## config.mk

```make
export PLATFORM = sky130hd
export DESIGN_NAME = bus_cycle_sequencer
export DESIGN_NICKNAME = d
export VERILOG_FILES = /design/src/rtl/seq_pkg.sv /design/src/rtl/seq_ctrl.sv /design/src/rtl/seq_dpath.sv /design/src/rtl/bus_cycle_sequencer.sv
export SDC_FILE = /design/constraint.sdc
export NUM_CORES = 1
export LEC_CHECK = 0
export BUFFER_PORTS_ARGS = -buffer_cell sky130_fd_sc_hd__clkbuf_2
export CAP_MARGIN = 20
export CORE_MARGIN = 2
export CORE_UTILIZATION = 45
export DETAILED_ROUTE_END_ITERATION = 6
export PLACE_DENSITY = 0.7
export SLEW_MARGIN = 10
export SYNTH_ARGS = -nofsm -noshare
export SYNTH_HDL_FRONTEND = slang
export SYNTH_HIERARCHICAL = 1
export SYNTH_SLANG_ARGS = --single-unit
```

## constraint.sdc

```tcl
create_clock -name clk -period 3.7 [get_ports clk]
set_clock_uncertainty 0.15 [all_clocks]
set_input_delay 0.185 -clock clk [delete_from_list [all_inputs] [get_ports clk]]
set_output_delay 0.185 -clock clk [all_outputs]
set_load 0.05 [all_outputs]
```

## src/rtl/seq_pkg.sv

```systemverilog
package seq_pkg;
  localparam int DATA_W = 8;
  localparam int ADDR_W = 2 * DATA_W;

  typedef enum logic [1:0] {CYC_FETCH = 2'd0, CYC_READ = 2'd1, CYC_WRITE = 2'd2} cyc_kind_e;

  typedef enum logic [2:0] {
    CL_NOP, CL_MVI, CL_LXI, CL_LDA, CL_STA, CL_LDAX, CL_JMP, CL_CALL
  } op_class_e;

  typedef enum logic [2:0] {
    ST_FETCH, ST_OPLO, ST_OPHI, ST_MEMRD, ST_MEMWR, ST_RPRD, ST_PUSHH, ST_PUSHL
  } step_e;

  typedef enum logic [2:0] {A_PC, A_OPND, A_BC, A_DE, A_SP} addr_sel_e;
  typedef enum logic [1:0] {W_ACC, W_RETHI, W_RETLO} wr_sel_e;

  // Strobes from control to datapath
  typedef struct packed {
    logic      pcInc;
    logic      pcLoad;
    logic      spDec;
    logic      opLoLd;
    logic      opHiLd;
    logic [2:0] tAdd;
    addr_sel_e addrSel;
    wr_sel_e   wrSel;
  } ctl_s;

  function automatic op_class_e decodeOp(input logic [DATA_W-1:0] op);
    op_class_e c;
    c = CL_NOP;
    if (op == 8'h3A) c = CL_LDA;
    else if (op == 8'h32) c = CL_STA;
    else if (op == 8'h0A || op == 8'h1A) c = CL_LDAX;
    else if (op == 8'hC3) c = CL_JMP;
    else if (op == 8'hCD) c = CL_CALL;
    else if (op[7:6] == 2'b00 && op[3:0] == 4'h1) c = CL_LXI;
    else if (op[7:6] == 2'b00 && op[2:0] == 3'b110 && op != 8'h36) c = CL_MVI;
    return c;
  endfunction
endpackage

```

## src/rtl/seq_ctrl.sv

```systemverilog
module seq_ctrl
  import seq_pkg::*;
(
  input  logic              clk,
  input  logic              rstN,
  input  logic              cycDone,
  input  logic [DATA_W-1:0] cycRdData,
  output ctl_s              ctl,
  output logic              cycReq,
  output logic [1:0]        cycKind,
  output logic              instrDone
);
  step_e     step, stepNext;
  op_class_e cls, fetchCls;
  logic      useDe, running, lastStep, fire;
  ctl_s      raw;

  assign fetchCls = decodeOp(cycRdData);
  assign fire     = running & cycDone;
  assign cycReq   = running;

  always_comb begin
    raw         = '0;
    raw.addrSel = A_PC;
    raw.wrSel   = W_ACC;
    stepNext    = step;
    lastStep    = 1'b0;
    cycKind     = CYC_READ;
    case (step)
      ST_FETCH: begin
        cycKind   = CYC_FETCH;
        raw.pcInc = 1'b1;
        raw.spDec = (fetchCls == CL_CALL);
        raw.tAdd  = (fetchCls == CL_CALL) ? 3'd6 : 3'd4;
        case (fetchCls)
          CL_MVI, CL_LXI, CL_LDA, CL_STA, CL_JMP: stepNext = ST_OPLO;
          CL_LDAX: stepNext = ST_RPRD;
          CL_CALL: stepNext = ST_PUSHH;
          default: lastStep = 1'b1;
        endcase
      end
      ST_OPLO: begin
        raw.pcInc  = 1'b1;
        raw.opLoLd = 1'b1;
        raw.tAdd   = 3'd3;
        if (cls == CL_MVI) begin
          lastStep = 1'b1;
          stepNext = ST_FETCH;
        end else begin
          stepNext = ST_OPHI;
        end
      end
      ST_OPHI: begin
        raw.opHiLd = 1'b1;
        raw.tAdd   = 3'd3;
        if (cls == CL_JMP || cls == CL_CALL) raw.pcLoad = 1'b1;
        else raw.pcInc = 1'b1;
        if (cls == CL_LDA) stepNext = ST_MEMRD;
        else if (cls == CL_STA) stepNext = ST_MEMWR;
        else begin
          lastStep = 1'b1;
          stepNext = ST_FETCH;
        end
      end
      ST_MEMRD: begin
        raw.addrSel = A_OPND;
        raw.tAdd    = 3'd3;
        lastStep    = 1'b1;
        stepNext    = ST_FETCH;
      end
      ST_MEMWR: begin
        cycKind     = CYC_WRITE;
        raw.addrSel = A_OPND;
        raw.wrSel   = W_ACC;
        raw.tAdd    = 3'd3;
        lastStep    = 1'b1;
        stepNext    = ST_FETCH;
      end
      ST_RPRD: begin
        raw.addrSel = useDe ? A_DE : A_BC;
        raw.tAdd    = 3'd3;
        lastStep    = 1'b1;
        stepNext    = ST_FETCH;
      end
      ST_PUSHH: begin
        cycKind     = CYC_WRITE;
        raw.addrSel = A_SP;
        raw.wrSel   = W_RETHI;
        raw.spDec   = 1'b1;
        raw.tAdd    = 3'd3;
        stepNext    = ST_PUSHL;
      end
      ST_PUSHL: begin
        cycKind     = CYC_WRITE;
        raw.addrSel = A_SP;
        raw.wrSel   = W_RETLO;
        raw.tAdd    = 3'd3;
        stepNext    = ST_OPLO;
      end
      default: stepNext = ST_FETCH;
    endcase
  end

  // Address and data selects always pass; state-changing strobes only on done
  always_comb begin
    ctl        = raw;
    ctl.pcInc  = raw.pcInc & fire;
    ctl.pcLoad = raw.pcLoad & fire;
    ctl.spDec  = raw.spDec & fire;
    ctl.opLoLd = raw.opLoLd & fire;
    ctl.opHiLd = raw.opHiLd & fire;
    ctl.tAdd   = fire ? raw.tAdd : 3'd0;
  end

  always_ff @(posedge clk) begin
    if (!rstN) begin
      step      <= ST_FETCH;
      cls       <= CL_NOP;
      useDe     <= 1'b0;
      running   <= 1'b0;
      instrDone <= 1'b0;
    end else begin
      running   <= 1'b1;
      instrDone <= fire & lastStep;
      if (fire) step <= stepNext;
      if (fire && step == ST_FETCH) begin
        cls   <= fetchCls;
        useDe <= cycRdData[4];
      end
    end
  end
endmodule

```

## src/rtl/seq_dpath.sv

```systemverilog
module seq_dpath
  import seq_pkg::*;
#(
  parameter int                TCNT_W  = 32,
  parameter logic [ADDR_W-1:0] SP_INIT = 16'h2000
) (
  input  logic              clk,
  input  logic              rstN,
  input  ctl_s              ctl,
  input  logic [DATA_W-1:0] cycRdData,
  input  logic [ADDR_W-1:0] pairBC,
  input  logic [ADDR_W-1:0] pairDE,
  input  logic [DATA_W-1:0] accIn,
  output logic [ADDR_W-1:0] cycAddr,
  output logic [DATA_W-1:0] cycWrData,
  output logic [ADDR_W-1:0] pcOut,
  output logic [ADDR_W-1:0] spOut,
  output logic [TCNT_W-1:0] tCount
);
  logic [DATA_W-1:0] opLo, opHi;
  logic [ADDR_W-1:0] retAddr;

  // During the pushes pc points just past the opcode; return skips two operand bytes
  assign retAddr = pcOut + ADDR_W'(2);

  always_comb begin
    case (ctl.addrSel)
      A_OPND:  cycAddr = {opHi, opLo};
      A_BC:    cycAddr = pairBC;
      A_DE:    cycAddr = pairDE;
      A_SP:    cycAddr = spOut;
      default: cycAddr = pcOut;
    endcase
    case (ctl.wrSel)
      W_RETHI: cycWrData = retAddr[ADDR_W-1:DATA_W];
      W_RETLO: cycWrData = retAddr[DATA_W-1:0];
      default: cycWrData = accIn;
    endcase
  end

  always_ff @(posedge clk) begin
    if (!rstN) begin
      pcOut  <= '0;
      spOut  <= SP_INIT;
      opLo   <= '0;
      opHi   <= '0;
      tCount <= '0;
    end else begin
      if (ctl.pcLoad) pcOut <= {cycRdData, opLo};
      else if (ctl.pcInc) pcOut <= pcOut + ADDR_W'(1);
      if (ctl.spDec) spOut <= spOut - ADDR_W'(1);
      if (ctl.opLoLd) opLo <= cycRdData;
      if (ctl.opHiLd) opHi <= cycRdData;
      tCount <= tCount + TCNT_W'(ctl.tAdd);
    end
  end
endmodule

```

## src/rtl/bus_cycle_sequencer.sv

```systemverilog
module bus_cycle_sequencer
  import seq_pkg::*;
#(
  parameter int                TCNT_W  = 32,
  parameter logic [ADDR_W-1:0] SP_INIT = 16'h2000
) (
  input  logic              clk,
  input  logic              rstN,
  output logic              cycReq,
  output logic [1:0]        cycKind,
  output logic [ADDR_W-1:0] cycAddr,
  output logic [DATA_W-1:0] cycWrData,
  input  logic              cycDone,
  input  logic [DATA_W-1:0] cycRdData,
  input  logic [ADDR_W-1:0] pairBC,
  input  logic [ADDR_W-1:0] pairDE,
  input  logic [DATA_W-1:0] accIn,
  output logic [ADDR_W-1:0] pcOut,
  output logic [ADDR_W-1:0] spOut,
  output logic [TCNT_W-1:0] tCount,
  output logic              instrDone
);
  ctl_s ctl;

  seq_ctrl ctrl_i (
    .clk(clk), .rstN(rstN), .cycDone(cycDone), .cycRdData(cycRdData),
    .ctl(ctl), .cycReq(cycReq), .cycKind(cycKind), .instrDone(instrDone)
  );

  seq_dpath #(.TCNT_W(TCNT_W), .SP_INIT(SP_INIT)) dpath_i (
    .clk(clk), .rstN(rstN), .ctl(ctl), .cycRdData(cycRdData),
    .pairBC(pairBC), .pairDE(pairDE), .accIn(accIn),
    .cycAddr(cycAddr), .cycWrData(cycWrData),
    .pcOut(pcOut), .spOut(spOut), .tCount(tCount)
  );
endmodule

```

After elaboration in Yosys (flattened, before gate mapping) --
Index checks and enable logic that the tools add are counted. Widths: inputs -> output; s select.
Word-level totals: bits in registers 89, output and inout port bits 92, logic and storage cells 110
Operators by class: $add $sub $neg 4, equal/unequal tests 35, mux-type cells 36, bitwise gates (word level) 7, reductions and logical operators 18
Operators by type and width (number):
- $pmux 16 s4 | 1
- $eq 3x3->1 const B | 13
- $add 32x3->32 | 1
- $mux 16 | 2
- $mux 3 | 9
- $eq 3x2->1 const B | 7
- $pmux 3 s3 | 2
- $pmux 3 s6 | 1
- $add 16x1->16 const B | 1
- $add 16x2->16 const B | 1
- $eq 8x6->1 const B | 2
- $eq 8x8->1 const B | 2
- $pmux 8 s2 | 1
- $sub 16x1->16 const B | 1
- $reduce_or 7->1 | 2
- $eq 3x1->1 const B | 4
- $mux 1 | 12
- $eq 8x4->1 const B | 1
- $eq 8x5->1 const B | 1
- $ne 8x6->1 const B | 1
- $pmux 2 s2 | 2
- $and 1x1->1 | 7
- $pmux 3 s2 | 1
- $reduce_or 2->1 | 3
- other kinds (15) | 22

Depth between registers and ports, before layout --
Gate-level depths: netlist of the first run.
word-level depth 15, mapped depth 11, depth with buffers taken out 10

Cells and area by module --
The synthesis of the first run kept the hierarchy.
By module, submodules not included:
- seq_dpath | instances 1, cells an instance 535, area an instance 4669.5 sq um
- seq_ctrl | instances 1, cells an instance 99, area an instance 737.0 sq um

Worst setup path after synthesis of the first run --
Ideal clock, no wire load.
path type register -> output, start register dpath_i.pcOut[1], end output cycWrData[1], arrival time 2.809 ns, data required time 3.365 ns, setup slack 0.556 ns, stages on the path, launching flop included 7, buffers on the path 1, cell sequence dfxtp_1 ha_1 and4_1 clkbuf_1 nand4_1 xor2_1 o21ai_0
On the way: longest elaborated chain between the ends 2
Ends and longest elaborated chain:
- start, declared | line seq_dpath.sv:16 | output logic [ADDR_W-1:0] pcOut,
- start signal, assigned | line seq_dpath.sv:49 | if (ctl.pcLoad) pcOut <= {cycRdData, opLo};
- start signal, assigned | line seq_dpath.sv:50 | else if (ctl.pcInc) pcOut <= pcOut + ADDR_W'(1);
- $add 16x2->16 | line seq_dpath.sv:24 | assign retAddr = pcOut + ADDR_W'(2);
- $pmux 8 s2 | line seq_dpath.sv:34 | case (ctl.wrSel)
- end, declared | line bus_cycle_sequencer.sv:12 | output logic [DATA_W-1:0] cycWrData,
No other way between the ends.

==> metrics.md, run 1 <==
| Metric | Value |
|---|---|
| Clock network fraction of design power | 48.1% |
| Int Pwr | 1.70 mW |
| Cts bufs inserted | 9 |
| HPWL after DPL | 11.6 mm |
| Worst VDD drop | 0.242 mV |
| Routed Antenna Nets | 0 |
| Core footprint | 11900 sq um |
| Crit path buffers/inverters | 3 |
| Power Dens Cells | 335 nW/um^2 |
| Pre-antenna DRT Iters | 5 |
| Seq pwr share | 44.6% |
| Die area | 12900 sq um |
| Initial antenna violation count | 0 |
| RSZ-0062 raised after global routing | false |
| # rows | 40 |
| Max_slew headroom | 49.3% |
| Post-synth EDFFs | 0 |
| First-pass GRT wire length | 24.8 mm |
| CP required | 3.37 ns |
| # diodes | 0 |
| CP max FO | 15 |
| Gpl congestion | 0.921 |
| Endpoints failing setup | 0 |
| Cell family with most CP delay | compound AO/OA/AOI/OAI gates |
| Die Height | 114 um |
| Worst-margin pin slew | 0.761 ns |
| H-tree level count | 3 |
| Maximum clock path buffer count | 2 |
| CTS Sinks | 89 |
| Critical path class | register to primary output |
| Switching power | 0.497 mW |
| Port bufs | 142 |
| Post-Synthesis Cell Area | 5410 sq um |
| Largest net degree at the start of global routing | 51 |
| Via count | 5313 |
| Crit path cell chain | inv_1 > o21ai_0 > nor2b_4 > buf_4 > a22oi_1 > a21oi_1 > a221o_1 > clkbuf_2 |
| Vias in the first global route | 4925 |
| Final Hold Vio Count | 0 |
| Post-route DRC | 0 |
| Register area share after synthesis | 33.0% |
| Post-synth ARST share | 0% |
| Ys Warns | 6 |
| CTS clk-pin slew, worst paths | 0.06 ns |
| Worst path arrival time | 2.99 ns |
| Gr usage total | 23.8% |
| Initial Util | 45.6% |
| Worst slack, placed | 0.565 ns |
| Status | finished clean |
| Horiz. Die Dim | 114 um |
| Setup crit start kind | register |
| Share of layout cells above drive strength 1 | 24.3% |
| Clk_lat worst skew | 0.34 ns |
| Sum Neg Setup Slack | 0 ns |
| Maxcap violations | 0 |
| DR WL/cell | 17.4 um |
| HP Class | primary input to register |
| Average size of a mapped cell | 8.53 sq um |
| Top cell type's share of synthesized area | 33.0% |
| Drt initial violations | 532 |
| Top cells by count, synth | dfxtp_1 (89), nand2_1 (52), and2_1 (51) |
| Distinct cell type count after synthesis | 55 |
| Most frequent cell after synthesis | dfxtp_1 |
| Fill cells | 1068 |
| Synth Flop Type | dfxtp_1 |
| Total Wirelength | 15.8 mm |
| Post-CTS Setup Inserts | 0 |
| Syn Inst Count | 634 |
| Area growth from synthesis to layout | 21.5% |
| Yosys reg bits | 89 |
| Largest area contributor in the netlist | dfxtp_1 |
| Post-synth net total | 694 |
| Final period utilization | 89.8% |
| Final net count | 816 |
| Num ports | 143 |
| CTS root buf | clkbuf_16 |
| Detail-routed via count per cell | 5.85 |
| CTS tree | done |
| Gr ovfl total | 0 |
| Combinational power share | 7.3% |
| Crit path capture type | primary output |
| Fmax | 301 MHz |
| Synth top area cells | dfxtp_1 (33%), xnor2_1 (6.6%), and2_1 (5.9%) |
| Max incr delay on CP | 0.50 ns |
| Max stage delay cell, worst path | o21ai_0 |
| Final WS setup | 0.377 ns |
| Leak pwr | 2.77 nW |
| Final max-slew violation count | 0 |
| Fin crit period | 3.32 ns |
| Sw frac | 22.6% |
[power groups by stage]
| stage | Sequential, mW | Clock, mW | Combinational, mW |
|---|---|---|---|
| global route | 0.982 | 1.12 | 0.172 |
| global placement | 1.00 | 0 | 0.156 |
| finish | 0.981 | 1.06 | 0.161 |
| CTS | 0.981 | 1.07 | 0.160 |
| detailed placement | 1.00 | 0 | 0.159 |
| floorplan | 1.01 | 0 | 0.0850 |
[worst min-delay path, cell delays in order]
cell      delay, ns
clkbuf_2       0.16
mux2i_1        0.10
nor2b_1        0.09
[flip-flops by register name (all words and copies together), names as in the netlist]
name	flops
ctrl_i/cycReq	1
ctrl_i/cls	3
ctrl_i/step	3
dpath_i/opHi	8
ctrl_i/useDe	1
dpath_i/tCount	32
dpath_i/spOut	16
ctrl_i/instrDone	1
dpath_i/pcOut	16
dpath_i/opLo	8
[worst paths after layout]
check                              start                             to  slack (ns)  cells after the start
min reg2reg        ctrl_i/cycReq$_DFF_P_    ctrl_i/instrDone$_SDFF_PN0_        0.35                      2
max          ctrl_i/step[0]$_SDFFE_PN0P_                    cycAddr[13]        0.38                      8
max reg2reg  ctrl_i/step[2]$_SDFFE_PN0P_  dpath_i/tCount[29]$_SDFF_PN0_        0.66                      9
min                         cycRdData[1]   dpath_i/opLo[1]$_SDFFE_PN0P_        0.09                      3
[cells by family (layout without fill, tap and decap cells)]
group,count (synthesis),after routing,share of synthesized area (%)
AOI/OAI and AO/OA,134,134,18.0
muxes,19,19,3.52
adders and majority gates,9,9,2.22
and+or+nand+nor,257,257,27.5
DFF,89,89,33.0
xor gates and xnor gates,72,72,11.7
buffers and inverters,54,181,4.17
[stage by stage]
step                      instances  hold slack, ns  instance area, sq um  utilization (%)  total power [mW]
after detailed placement        890           0.298                  6200             52.3              1.16
after global routing            908          0.0886                  6570             55.4              2.27
final                           908          0.0879                  6570             55.4              2.20
after global placement          890           0.297                  6200             52.3              1.16
after floorplan                 634          0.0627                  5410                -              1.10
after CTS                       907          0.0688                  6560             55.3              2.21
[routing by layer]
layer	track usage, %	wire length [um]	vias up
li1	-	-	2532
met1	32.3	6930	2505
met2	38.3	7410	253
met3	3.93	1210	23
met4	8.46	206	0
met5	0	0	-
[placed cells by master (no fill, tap or decap), types with 18 or more instances in the layout]
master,Yosys,layout
xnor2_1,41,41
nor2_1,28,27
and2_1,51,51
mux2i_1,19,19
xor2_1,31,31
nand3_1,22,22
nand4_1,18,18
o21ai_0,23,23
nor2b_1,25,24
dfxtp_1,89,89
a21oi_1,34,34
nand2_1,52,52
clkbuf_2,0,142
[what timing repair did]
item                                    CTS  global route
endpoints found under the setup margin    0            12
hold buffers                              1             0
hold endpoints to repair                  1             0
resized for setup                         0             1
[cell type report]
| class | count | area [sq um] | area share, % |
|---|---|---|---|
| Clock buffer | 11 | 243 | 3.69 |
| Clock inverter | 5 | 103 | 1.56 |
| Inverter | 11 | 41.3 | 0.628 |
| Multi-Input combinational cell | 491 | 3410 | 52.0 |
| Sequential cell | 89 | 1780 | 27.1 |
| Tap cell | 147 | 184 | 2.80 |
| Timing Repair Buffer | 154 | 803 | 12.2 |
(Power assumes the default switching activity.)
==> inputs of run 2 (changes only) <==
==> constraint.sdc (replaced) <==
create_clock -name clk -period 3.4 [get_ports clk]
set_clock_uncertainty 0.15 [all_clocks]
set_input_delay 0.17 -clock clk [delete_from_list [all_inputs] [get_ports clk]]
set_output_delay 0.17 -clock clk [all_outputs]
set_load 0.05 [all_outputs]
==> run 2 against run 1 <==
Sequential share of layout area decreased by 0.072 points. Critical path depth unchanged. Register-to-register slack got worse by 0.17 ns. Flip-flop and latch count unchanged. Setup slack got worse by 0.14 ns. Via count decreased by 1.7%. Wire length decreased by 0.47%. Die area unchanged. Non-clock buffer count increased by 1. Largest power group is now sequential cells.
==> metrics.md, run 2 (synthesized netlist as in run 1, its figures left out) <==
| Metric | Value |
|---|---|
| RR Endpoint | dpath_i/tCount[24]$_SDFF_PN0_ (was dpath_i/tCount[29]$_SDFF_PN0_) |
| Seq pwr share | 45.9% (was 44.6%) |
| Num ports | 143 (unchanged) |
| Biggest register | dpath_i/tCount (unchanged) |
| Worst VDD drop | 0.271 mV (was 0.242 mV) |
| Setup crit start kind | register (unchanged) |
| CP max FO | 16 (was 15) |
| # rows | 40 (unchanged) |
| HP Class | primary input to register (unchanged) |
| Switching power | 0.538 mW (was 0.497 mW) |
| Fin util | 55.5% (was 55.4%) |
| Final net count | 817 (was 816) |
| Top flop regs | dpath_i/tCount (32), dpath_i/pcOut (16), dpath_i/spOut (16) (unchanged) |
| Maximum clock path buffer count | 2 (unchanged) |
| Initial antenna violation count | 0 (unchanged) |
| Fmax | 316 MHz |
| RR Startpoint | ctrl_i/step[0]$_SDFFE_PN0P_ (was ctrl_i/step[2]$_SDFFE_PN0P_) |
| Cts bufs inserted | 9 (unchanged) |
| Total Wirelength | 15.7 mm (was 15.8 mm) |
| Worst setup startpoint | ctrl_i/step[1]$_SDFFE_PN0P_ (was ctrl_i/step[0]$_SDFFE_PN0P_) |
| Placed cell areas | 6220 sq um (was 6200 sq um) |
| Pre-antenna DRT Iters | 5 (unchanged) |
| Finished Layout Cells | 909 (was 908) |
| CTS root buf | clkbuf_16 (unchanged) |
| H-tree level count | 3 (unchanged) |
| Final Hold Vio Count | 0 (unchanged) |
| Final max-slew violation count | 0 (unchanged) |
| Core footprint | 11900 sq um (unchanged) |
| Gpl congestion | 0.917 (was 0.921) |
| Die Height | 114 um (unchanged) |
| Final period utilization | 93.1% |
| CTS Sinks | 89 (unchanged) |
| Clock network fraction of design power | 46.3% (was 48.1%) |
| Crit path capture type | primary output (unchanged) |
| Combinational power share | 7.8% (was 7.3%) |
| Via count | 5221 (was 5313) |
| Share of layout cells above drive strength 1 | 24.5% (was 24.3%) |
| Initial Util | 45.6% (unchanged) |
| CTS tree | done (unchanged) |
| Status | finished clean (unchanged) |
| Horiz. Die Dim | 114 um (unchanged) |
| Port bufs | 142 (unchanged) |
| DR WL/cell | 17.3 um (was 17.4 um) |
| Gr usage total | 23.9% (was 23.8%) |
| Power Dens Cells | 352 nW/um^2 (was 335 nW/um^2) |
| Maxcap violations | 0 (unchanged) |
| Detail-routed via count per cell | 5.74 (was 5.85) |
| Critical path class | register to primary output (unchanged) |
| CP required | 3.08 ns (was 3.37 ns) |
| CTS clk-pin slew, worst paths | 0.06 ns (about the same) |
| Vias in the first global route | 4826 (was 4925) |
| Int Pwr | 1.78 mW (was 1.70 mW) |
| Clk_lat worst skew | 0.34 ns (about the same) |
| Leak pwr | 2.77 nW (about the same) |
| Reg2reg setup slack | 0.49 ns (was 0.66 ns) |
| Cell count after placement | 891 (was 890) |
| HPWL after DPL | 11.4 mm (was 11.6 mm) |
| Die area | 12900 sq um (unchanged) |
| Post-route DRC | 0 (unchanged) |
| Worst path arrival time | 2.84 ns (was 2.99 ns) |
| Area growth from synthesis to layout | 21.8% (was 21.5%) |
| Worst-case reg-to-reg path depth | 9 (unchanged) |
| # diodes | 0 (unchanged) |
| Fin crit period | 3.16 ns |
| Sum Neg Setup Slack | 0 ns (unchanged) |
| Worst-margin pin slew | 0.707 ns (was 0.761 ns) |
| Drt initial violations | 456 (was 532) |
| Most common cell after layout, fill and taps aside | clkbuf_2 (unchanged) |
| RSZ-0062 raised after global routing | false (unchanged) |
| Gr ovfl total | 0 (unchanged) |
| Endpoints failing setup | 0 (unchanged) |
| CP endpoint | cycAddr[3] (was cycAddr[13]) |
| Fin area | 6590 sq um (was 6570 sq um) |
| Routed Antenna Nets | 0 (unchanged) |
| Max_slew headroom | 52.7% (was 49.3%) |
| Max reg flops | 32 (unchanged) |
| Most frequent cells in the layout | clkbuf_2 (142), dfxtp_1 (89), nand2_1 (52) (unchanged) |
| First-pass GRT wire length | 24.9 mm (was 24.8 mm) |
| Sw frac | 23.2% (was 22.6%) |
| Largest net degree at the start of global routing | 64 (was 51) |
run 2: cell type report:
type | count | area, sq um
clock buffers | 12 | 246
clock inverters | 4 | 76.3
fillers | 1103 | 5270
inverters | 11 | 41.3
multi-input cells | 491 | 3410
flip-flops and latches | 89 | 1780
well taps | 147 | 184
repair buffers | 155 | 843
run 2: what timing repair did:
item / CTS / global route
resized for setup: 1 / 1
buffers inserted: 0 / 0
endpoints found under the setup margin: 16 / 1
hold endpoints to repair: 1 / 0
hold buffers: 1 / 0
cloned: 0 / 0
run 2: stage by stage:
| stage | hold WS [ns] | total power, mW | setup slack, ns |
|---|---|---|---|
| after floorplan | 0.0477 | 1.19 | 0.271 |
| after global placement | 0.303 | 1.26 | 0.394 |
| after detailed placement | 0.303 | 1.26 | 0.275 |
| after CTS | 0.0624 | 2.34 | 0.225 |
| after global routing | 0.0601 | 2.40 | 0.00693 |
| final | 0.0798 | 2.32 | 0.236 |
run 2: worst min-delay path by stage:
stage,from,endpoint,depth (start not counted)
2_1_floorplan,rstN,ctrl_i/cycReq$_DFF_P_,0
3_3_place_gp,cycDone,ctrl_i/instrDone$_SDFF_PN0_,3
3_5_place_dp,cycDone,ctrl_i/instrDone$_SDFF_PN0_,3
4_1_cts,cycRdData[6],dpath_i/opLo[6]$_SDFFE_PN0P_,3
5_1_grt,cycRdData[6],dpath_i/opLo[6]$_SDFFE_PN0P_,3
6_report,cycRdData[6],dpath_i/opLo[6]$_SDFFE_PN0P_,3
run 2: critical path, cell delays in order (launching register included):
cell      delay, ns
dfxtp_1        0.54
inv_1          0.17
o211ai_1       0.12
o21ai_0        0.24
nor2b_2        0.63
a221oi_1       0.20
a21oi_1        0.17
a221o_1        0.14
clkbuf_2       0.28
run 2: power groups by stage:
| stage | Combinational, mW | Sequential, mW | Clock, mW |
|---|---|---|---|
| 2_1_floorplan | 0.0925 | 1.10 | 0 |
| 3_3_place_gp | 0.171 | 1.09 | 0 |
| 3_5_place_dp | 0.174 | 1.09 | 0 |
| 4_1_cts | 0.176 | 1.07 | 1.09 |
| 5_1_grt | 0.194 | 1.07 | 1.14 |
| 6_report | 0.181 | 1.07 | 1.07 |
run 2: per-layer routing:
layer	vias up	routed length [um]	share of wire [%]	global-route usage (%)
li1	2535	-	-	-
met1	2438	7100	45	34.0
met2	228	7270	46	37.1
met3	20	1120	7.1	4.46
met4	0	192	1.2	7.24
met5	-	0	0	0
